`config.mk`:
```
export PLATFORM = sky130hd
export DESIGN_NAME = err_capture_unit
export DESIGN_NICKNAME = d
export VERILOG_FILES = /design/src/rtl/errcap_pkg.sv /design/src/rtl/errcap_detect.sv /design/src/rtl/errcap_capture.sv /design/src/rtl/errcap_regs.sv /design/src/rtl/err_capture_unit.sv
export SDC_FILE = /design/constraint.sdc
export NUM_CORES = 1
export LEC_CHECK = 0
export BUFFER_PORTS_ARGS = -buffer_cell sky130_fd_sc_hd__buf_2
export CAP_MARGIN = 10
export CELL_PAD_IN_SITES_DETAIL_PLACEMENT = 0
export CELL_PAD_IN_SITES_GLOBAL_PLACEMENT = 1
export CORE_MARGIN = 5
export CORE_UTILIZATION = 32
export DETAILED_ROUTE_END_ITERATION = 6
export PLACE_DENSITY_LB_ADDON = 0.1
export SKIP_LAST_GASP = 1
export SYNTH_ARGS = -nofsm -noshare
export SYNTH_HDL_FRONTEND = slang
export SYNTH_SLANG_ARGS = --single-unit
```
`constraint.sdc`:
```
create_clock -name clk -period 1.55 [get_ports clk]
set_input_delay 0.31 -clock clk [delete_from_list [all_inputs] [get_ports clk]]
set_output_delay 0.31 -clock clk [all_outputs]
set_load 0.01 [all_outputs]
```
`src/rtl/errcap_pkg.sv`:
```
// errcap_pkg: widths, register offsets, field positions and capture codes
// shared by the error detect and capture unit. Assumes a 32-bit data bus
// and word-aligned registers.
package errcap_pkg;
    parameter int SRC_W   = 8;
    parameter int ADDR_W  = 40;
    parameter int ATTR_W  = 16;
    parameter int TYPE_W  = 5;
    parameter int NUM_EVT = 2;
    parameter int REG_AW  = 6;
    parameter int DATA_W  = 32;

    localparam int ADDRH_W = ADDR_W - 32;
    localparam int WORD_W  = REG_AW - 2;

    // word indices (byte offset >> 2)
    localparam logic [WORD_W-1:0] W_DET   = WORD_W'(0);
    localparam logic [WORD_W-1:0] W_DIS   = WORD_W'(1);
    localparam logic [WORD_W-1:0] W_INTEN = WORD_W'(2);
    localparam logic [WORD_W-1:0] W_CATTR = WORD_W'(3);
    localparam logic [WORD_W-1:0] W_CADRH = WORD_W'(4);
    localparam logic [WORD_W-1:0] W_CADRL = WORD_W'(5);
    localparam logic [WORD_W-1:0] W_CATR2 = WORD_W'(6);

    // field positions
    localparam int DET_VALID_BIT = 31;
    localparam int DET_TYPE_LSB  = 26;
    localparam int SRC_LSB       = 18;

    // capture type codes
    localparam logic [TYPE_W-1:0] CT_LAW_MISS = TYPE_W'(1);
    localparam logic [TYPE_W-1:0] CT_BAD_TGT  = TYPE_W'(2);
    localparam logic [TYPE_W-1:0] CT_COHER    = TYPE_W'(3);

    typedef struct packed {
        logic [TYPE_W-1:0] ctype;
        logic [SRC_W-1:0]  src;
        logic [ADDR_W-1:0] addr;
        logic [ATTR_W-1:0] attr;
    } snap_t;
endpackage

```
`src/rtl/errcap_detect.sv`:
```
// errcap_detect: one sticky detect bit per error kind plus the interrupt
// level. Assumes hit_i is already masked by the disable register; a set
// in the same cycle as a write-1 clear takes priority.
module errcap_detect
    import errcap_pkg::*;
(
    input  logic               clk,
    input  logic               rst_n,
    input  logic [NUM_EVT-1:0] hit_i,
    input  logic [NUM_EVT-1:0] clr_i,
    input  logic [NUM_EVT-1:0] inten_i,
    output logic [NUM_EVT-1:0] det_o,
    output logic               irq_o
);
    for (genvar g = 0; g < NUM_EVT; g++) begin : g_bit
        logic bit_q;
        // Sticky flag: set on hit, cleared by write-1, set wins.
        always_ff @(posedge clk) begin
            if (!rst_n)        bit_q <= 1'b0;
            else if (hit_i[g]) bit_q <= 1'b1;
            else if (clr_i[g]) bit_q <= 1'b0;
        end
        assign det_o[g] = bit_q;
    end

    // Interrupt level: any pending kind whose enable is set.
    always_comb irq_o = |(det_o & inten_i);
endmodule

```
`src/rtl/errcap_capture.sv`:
```
// errcap_capture: single snapshot of the first unacknowledged error.
// Assumes hit_i is masked; lower event index wins when several hit.
// Loads when empty or when software clears the valid flag that cycle.
module errcap_capture
    import errcap_pkg::*;
(
    input  logic                      clk,
    input  logic                      rst_n,
    input  logic [NUM_EVT-1:0]        hit_i,
    input  logic                      badtgt_i,
    input  logic [NUM_EVT*SRC_W-1:0]  src_i,
    input  logic [NUM_EVT*ADDR_W-1:0] addr_i,
    input  logic [NUM_EVT*ATTR_W-1:0] attr_i,
    input  logic                      vclr_i,
    output snap_t                     snap_o,
    output logic                      valid_o
);
    snap_t sel;
    logic  load;

    function automatic logic [TYPE_W-1:0] code_of(input int idx, input logic bad);
        if (idx == 0) return bad ? CT_BAD_TGT : CT_LAW_MISS;
        return TYPE_W'(int'(CT_COHER) + idx - 1);
    endfunction

    // Priority pick: scan downward so the lowest hitting index remains.
    always_comb begin
        sel = '0;
        for (int i = NUM_EVT - 1; i >= 0; i--) begin
            if (hit_i[i]) begin
                sel.ctype = code_of(i, badtgt_i);
                sel.src   = src_i[i*SRC_W +: SRC_W];
                sel.addr  = addr_i[i*ADDR_W +: ADDR_W];
                sel.attr  = attr_i[i*ATTR_W +: ATTR_W];
            end
        end
    end

    // Load condition: an error and a free (or freeing) snapshot.
    always_comb load = (|hit_i) && (!valid_o || vclr_i);

    // Snapshot storage and valid flag.
    always_ff @(posedge clk) begin
        if (!rst_n) begin
            valid_o <= 1'b0;
            snap_o  <= '0;
        end else if (load) begin
            valid_o <= 1'b1;
            snap_o  <= sel;
        end else if (vclr_i) begin
            valid_o      <= 1'b0;
            snap_o.ctype <= '0;
        end
    end
endmodule

```
`src/rtl/errcap_regs.sv`:
```
// errcap_regs: register bus decode. Holds the disable and interrupt-enable
// masks, turns detect-word writes into write-1 clear pulses, and muxes
// read data. Assumes byte offsets with bits 1:0 ignored.
module errcap_regs
    import errcap_pkg::*;
(
    input  logic               clk,
    input  logic               rst_n,
    input  logic               wr_i,
    input  logic [REG_AW-1:0]  addr_i,
    input  logic [DATA_W-1:0]  wdata_i,
    input  logic [NUM_EVT-1:0] det_i,
    input  logic               valid_i,
    input  snap_t              snap_i,
    output logic [NUM_EVT-1:0] dis_o,
    output logic [NUM_EVT-1:0] inten_o,
    output logic [NUM_EVT-1:0] clr_o,
    output logic               vclr_o,
    output logic [DATA_W-1:0]  rdata_o
);
    logic [WORD_W-1:0] word;
    logic              wr_det;

    // Word select from the byte offset.
    always_comb word = addr_i[REG_AW-1:2];

    // Write-1 clear pulses toward the detect bits and valid flag.
    always_comb begin
        wr_det = wr_i && (word == W_DET);
        clr_o  = wr_det ? wdata_i[NUM_EVT-1:0] : '0;
        vclr_o = wr_det && wdata_i[DET_VALID_BIT];
    end

    // Mask registers.
    always_ff @(posedge clk) begin
        if (!rst_n) begin
            dis_o   <= '0;
            inten_o <= '0;
        end else if (wr_i) begin
            if (word == W_DIS)   dis_o   <= wdata_i[NUM_EVT-1:0];
            if (word == W_INTEN) inten_o <= wdata_i[NUM_EVT-1:0];
        end
    end

    // Read mux; unmapped words and unused bits return zero.
    always_comb begin
        rdata_o = '0;
        case (word)
            W_DET: begin
                rdata_o[NUM_EVT-1:0]                 = det_i;
                rdata_o[DET_TYPE_LSB +: TYPE_W]      = snap_i.ctype;
                rdata_o[DET_VALID_BIT]               = valid_i;
            end
            W_DIS:   rdata_o[NUM_EVT-1:0]            = dis_o;
            W_INTEN: rdata_o[NUM_EVT-1:0]            = inten_o;
            W_CATTR: rdata_o[SRC_LSB +: SRC_W]       = snap_i.src;
            W_CADRH: rdata_o[ADDRH_W-1:0]            = snap_i.addr[ADDR_W-1:32];
            W_CADRL: rdata_o                         = snap_i.addr[31:0];
            W_CATR2: rdata_o[ATTR_W-1:0]             = snap_i.attr;
            default: rdata_o = '0;
        endcase
    end
endmodule

```
`src/rtl/err_capture_unit.sv`:
```
// err_capture_unit: fabric error detect and capture top. Masks the two
// error strobes with the disable register and feeds the detect bits, the
// snapshot and the register decode. Assumes one-cycle strobes.
module err_capture_unit
    import errcap_pkg::*;
(
    input  logic                clk,
    input  logic                rst_n,
    input  logic                lae_vld_i,
    input  logic                lae_badtgt_i,
    input  logic [SRC_W-1:0]    lae_src_i,
    input  logic [ADDR_W-1:0]   lae_addr_i,
    input  logic [ATTR_W-1:0]   lae_attr_i,
    input  logic                cv_vld_i,
    input  logic [SRC_W-1:0]    cv_src_i,
    input  logic [ADDR_W-1:0]   cv_addr_i,
    input  logic [ATTR_W-1:0]   cv_attr_i,
    input  logic                reg_wr_i,
    input  logic [REG_AW-1:0]   reg_addr_i,
    input  logic [DATA_W-1:0]   reg_wdata_i,
    output logic [DATA_W-1:0]   reg_rdata_o,
    output logic                irq_o
);
    logic [NUM_EVT-1:0] evt_vld, hit, det_w, dis_w, inten_w, clr_w;
    logic               vclr_w, cap_valid_w;
    snap_t              snap_w;

    // Event gating: disabled kinds never reach detect or capture.
    always_comb begin
        evt_vld = {cv_vld_i, lae_vld_i};
        hit     = evt_vld & ~dis_w;
    end

    errcap_detect u_det (
        .clk(clk), .rst_n(rst_n), .hit_i(hit), .clr_i(clr_w),
        .inten_i(inten_w), .det_o(det_w), .irq_o(irq_o)
    );

    errcap_capture u_cap (
        .clk(clk), .rst_n(rst_n), .hit_i(hit), .badtgt_i(lae_badtgt_i),
        .src_i({cv_src_i, lae_src_i}), .addr_i({cv_addr_i, lae_addr_i}),
        .attr_i({cv_attr_i, lae_attr_i}), .vclr_i(vclr_w),
        .snap_o(snap_w), .valid_o(cap_valid_w)
    );

    errcap_regs u_regs (
        .clk(clk), .rst_n(rst_n), .wr_i(reg_wr_i), .addr_i(reg_addr_i),
        .wdata_i(reg_wdata_i), .det_i(det_w), .valid_i(cap_valid_w),
        .snap_i(snap_w), .dis_o(dis_w), .inten_o(inten_w), .clr_o(clr_w),
        .vclr_o(vclr_w), .rdata_o(reg_rdata_o)
    );
endmodule

```
* Word-level counts from Yosys, hierarchy flattened *
Cells that the tools add are included.

operators by class
  equality and inequality tests = 6
  multiplexer cells = 20
  bitwise logic cells = 3
  reductions and logical operators = 13

operator list
  operator                                             count
  two-way mux 69 bit                                   1
  two-way mux 66 bit                                   1
  one-hot mux 8 bit (2 select lines)                   2
  one-hot mux 6 bit (3 select lines)                   1
  two-way mux 5 bit                                    3
  equality test 4 x 3 -> 1 bit, second input constant  3
  one-hot mux 2 bit (6 select lines)                   1
  one-hot mux 6 bit (2 select lines)                   1
  equality test 4 x 2 -> 1 bit, second input constant  2
  two-way mux 1 bit                                    7
  two-way mux 2 bit                                    3
  nonzero test 2 bit                                   3
  AND 2 bit                                            2
  equality test 4 x 1 -> 1 bit, second input constant  1
  zero test 4 bit                                      1
  AND reduction 2 bit                                  2
  OR reduction 2 bit                                   2
  logical AND 1 bit                                    3
  inverter 2 bit                                       1
  zero test 1 bit                                      1
  logical OR 1 bit                                     1

storage, ports and cells
  bits in registers = 76
  bits of input ports = 172
  output and inout bits = 33
  word-level logic and storage cells = 51

* Depth between registers and ports, before layout *
  depth in word-level cells = 6
  mapped depth = 7
  gate-level depth less buffers = 4

* Cells and area by module *
From an unflattened synthesis, not the netlist that was laid out.

unflattened totals
  cells, all modules = 355
  area total of the unflattened synthesis = 3873.7 um2

modules (own cells, without submodules)
  module            times used  cells each  area an instance (um2)  seq. area each (um2)
  errcap_capture    1           250         2961.6                  1341.3
  errcap_regs       1           94          792.0                   80.1
  errcap_detect     1           9           92.6                    40.0
  err_capture_unit  1           2           27.5                    0.0

* Worst setup path before layout *
OpenSTA, ideal clock, no wires.

  path kind = input-to-output
  start = input port reg_addr_i[5]
  end = output port reg_rdata_o[10]
  data arrival time = 1.374 ns
  data required time = 1.240 ns
  slack = -0.134 ns
  stages = 5
  buffers on the path = 2
  cell sequence = nand2b_1 -> buf_2 -> nor2b_1 -> clkbuf_1 -> a22o_1

on the way
  word-level cells in the longest chain between the ends = 2
  elaborated cells between the ends (all ways) = 3
  those cells by class = eq/ne (2); mux (1)

RTL lines
  element                               RTL line                RTL
  start, declared                       err_capture_unit.sv:19  input logic [REG_AW-1:0] reg_addr_i,
  equality test 4 x 3 -> 1 bit          errcap_regs.sv:48       case (word)
  one-hot mux 8 bit (2 select lines) *  errcap_regs.sv:48
  end, declared                         err_capture_unit.sv:21  output logic [DATA_W-1:0] reg_rdata_o,

Mark *: on every way between the ends. The rest lies on a longest branch, timed or not.

* Worst setup path after layout *
  start = register u_regs.dis_o[0]
  end = output port reg_rdata_o[0]

on the way
  word-level cells in the longest chain between the ends = 1

RTL lines
  element                             RTL line           RTL
  start, declared                     errcap_regs.sv:15  output logic [NUM_EVT-1:0] dis_o,
  start signal, assigned              errcap_regs.sv:40  if (word == W_DIS) dis_o <= wdata_i[NUM_EVT-1:0];
  one-hot mux 2 bit (6 select lines)  errcap_regs.sv:48

No other way between the ends.

==> flow_summary.ini <==
[placed_design]
dp_hpwl_um = 13390
dp.cells = 921
portBuffers = 173
gp_congestion = 0.8105

[critical_path]
end_kind = output port
path_cells = a22o_1 -> a222oi_1 -> o31ai_2 -> buf_2
critPathSlowestCell = a222oi_1
cp_top_family = compound AO/OA/AOI/OAI gates
cp-start-kind = flip-flop
slowest_delay_ns = 0.42
crit_buf_inv = 1
path_class = reg -> out
critPathMaxFanout = 2
worstPathRequired_ns = 1.24
crit_arrival_ns = 1.62

[die]
initial_core_util = 0.3231
die_area_mm2 = 0.01849
core_area_mm2 = 0.01571
die_w_um = 136.0
io_pins = 205
die_h_um = 136.0
std_cell_rows = 46

[logic_synthesis]
synth-seq-cells = 73
synth.distinct_cells = 29
syn_nets = 724
yosys_warnings = 0
yosysTopAreaCellShare = 0.2878
synth_area_leaders = dfxtp_1, mux2i_1, o211a_1
synth_area_mm2 = 0.005077
yosysSeqAreaShare = 0.2878
avgSynthCellArea_um2 = 9.198
synthCells = 552
yosysTopAreaCell = dfxtp_1

[drt]
routedWlPerCell_um = 22.02
drt_iter0_drc = 351
num_vias = 5403
vias_per_cell = 5.622
drt-pass1-iter-count = 4
routed_wl_um = 21160
drc = 0
drtAntennaViolNets = 0

[finish]
nets = 914
syn_to_final_growth_pct = 46.72
final_common_cell = buf_2
diodes = 0
ff_latch_area_mm2 = 0.001469
layout.cells.non_filler = 961
multiInputGateArea_mm2 = 0.003665
drive_gt1_frac = 0.4604
fill_cells = 1562
mostFrequentLayoutCells = buf_2, dfxtp_1, nand2_1, o211a_1, mux2i_1

[timing]
fmax_mhz = 517.4
fin_setup_tns_ns = -5.614
slew_headroom = 0.6678
min_period_ns = 1.933
drv_slew = 0
setup_ws_ns = -0.3826
skew_ns = 0.004385
rsz0062_at_grt = yes
period_share = 1.247
hold_viol_final = 0
worst_pin_slew_ns = 0.4982
setup_violations = 97

[clock_network]
clock_latency_ns = 0.33
htreeDepth = 3
clk_path_buf_depth = 2
cts.sinks = 73
cts_hold_buf = 0
path_clk_slew_ns = 0.06
clockRootBuffer = clkbuf_16
cts_buffers = 9
cts_tree = done

[run_status]
status = complete, but fails checks
violations = negative setup slack

[power_and_ir_drop]
vdd_drop_max_v = 0.0005259
p_leak_nw = 3.680
power_mw = 5.891
p_per_area_mw_per_mm2 = 790.8

[global_routing]
antenna_found_initial = 0
grt_pass1_wl_um = 29810
grt_pass1_vias = 5467
grtUsageTotal = 0.2067
grt_start_max_net_pins = 52
grt_overflow_total = 0

[job]
maxCapViolations = 0

[hold_path]
hold_class = in -> reg
[synth_stat cells (all sizes together)]
| cell | number |
|---|---|
| a222oi | 1 |
| o211a | 65 |
| buf | 17 |
| o21ai | 67 |
| dfxtp | 73 |
| a211oi | 1 |
| a21oi | 8 |
| o221ai | 64 |
| clkbuf | 41 |
| nand3b | 1 |
| mux2i | 77 |
| nand2 | 66 |
| o31ai | 2 |
| and3 | 1 |
| a22o | 21 |
| nand2b | 2 |
| a21boi | 1 |
| o22ai | 2 |
| and2 | 6 |
| nor2b | 12 |
| or3b | 2 |
| nor2 | 16 |
| nand3 | 4 |
| nor4 | 1 |
| nor3 | 1 |
[through the flow]
step	setup slack (ns)	area (um^2)	hold slack [ns]	util
6_report	-0.3826	7450	0.2352	0.4741
3_5_place_dp	-0.3471	6392	0.4906	0.4068
3_3_place_gp	-0.3451	6392	0.4733	0.4068
4_1_cts	-0.4256	6743	0.2144	0.4291
5_1_grt	-0.4238	7450	0.2473	0.4741
2_1_floorplan	0.008334	5095	0.4588	-
[report_power, final]
group / internal [mW] / total [mW] / switching [mW]
registers: 2.11 / 2.33 / 0.219
clock network: 1.07 / 1.87 / 0.807
logic: 0.845 / 1.69 / 0.841
total: 4.02 / 5.89 / 1.87
[final cells by class]
type / count / area share
clock buffers: 13 / 0.03225
clock inverters: 1 / 0.0006718
multi-input cells: 421 / 0.4919
flip-flops and latches: 73 / 0.1972
well taps: 216 / 0.03628
repair buffers: 237 / 0.2417
[logic make-up (layout without fill, tap and decap cells)]
family	after synthesis	after routing	share of synthesized area
buf+inv	58	251	0.05446
compound gates	232	232	0.4083
simple gates	112	112	0.09759
mux	77	77	0.1518
flops	73	73	0.2878
[worst reg2reg max path: stages, from the launching register on]
cell and delay (ns):
dfxtp_4 0.34, buf_4 0.14, nor2b_4 0.13, nor2_2 0.06
nand3b_1 0.28, clkbuf_16 0.25, buf_12 0.16, o221ai_1 0.19
[routing by layer]
layer  up-vias  share of wire  global-route usage
met1      2638           0.44              0.2766
met3        33          0.062             0.03886
met5         -              0                   0
met4         0          0.026             0.06887
met2       180           0.47              0.3352
li1       2552              -                   -
[registers in the layout (all words and copies together), names as in the netlist]
register and count:
u_regs.dis_o 2, u_cap.valid_o 1, u_det.g_bit.bit_q 2, u_cap.snap_o 66
u_regs.inten_o 2
[worst paths after layout]
kind | from | end | slack, ns | depth (start not counted)
worst max-delay path | u_regs.dis_o[0] | reg_rdata_o[0] | -0.38 | 4
worst min-delay path | cv_addr_i[16] | u_cap.snap_o[32] | 0.24 | 3
worst max register to register | u_regs.dis_o[0] | u_cap.snap_o[51] | -0.08 | 7
worst min register to register | u_cap.snap_o[64] | u_cap.snap_o[64] | 0.50 | 2
[what timing repair did]
action	CTS	global route
buffers inserted	6	7
cloned	0	14
resized for setup	17	77
pin swaps	5	27
setup endpoints to repair	32	96
Note: power is estimated with default switching activity, not from simulation.
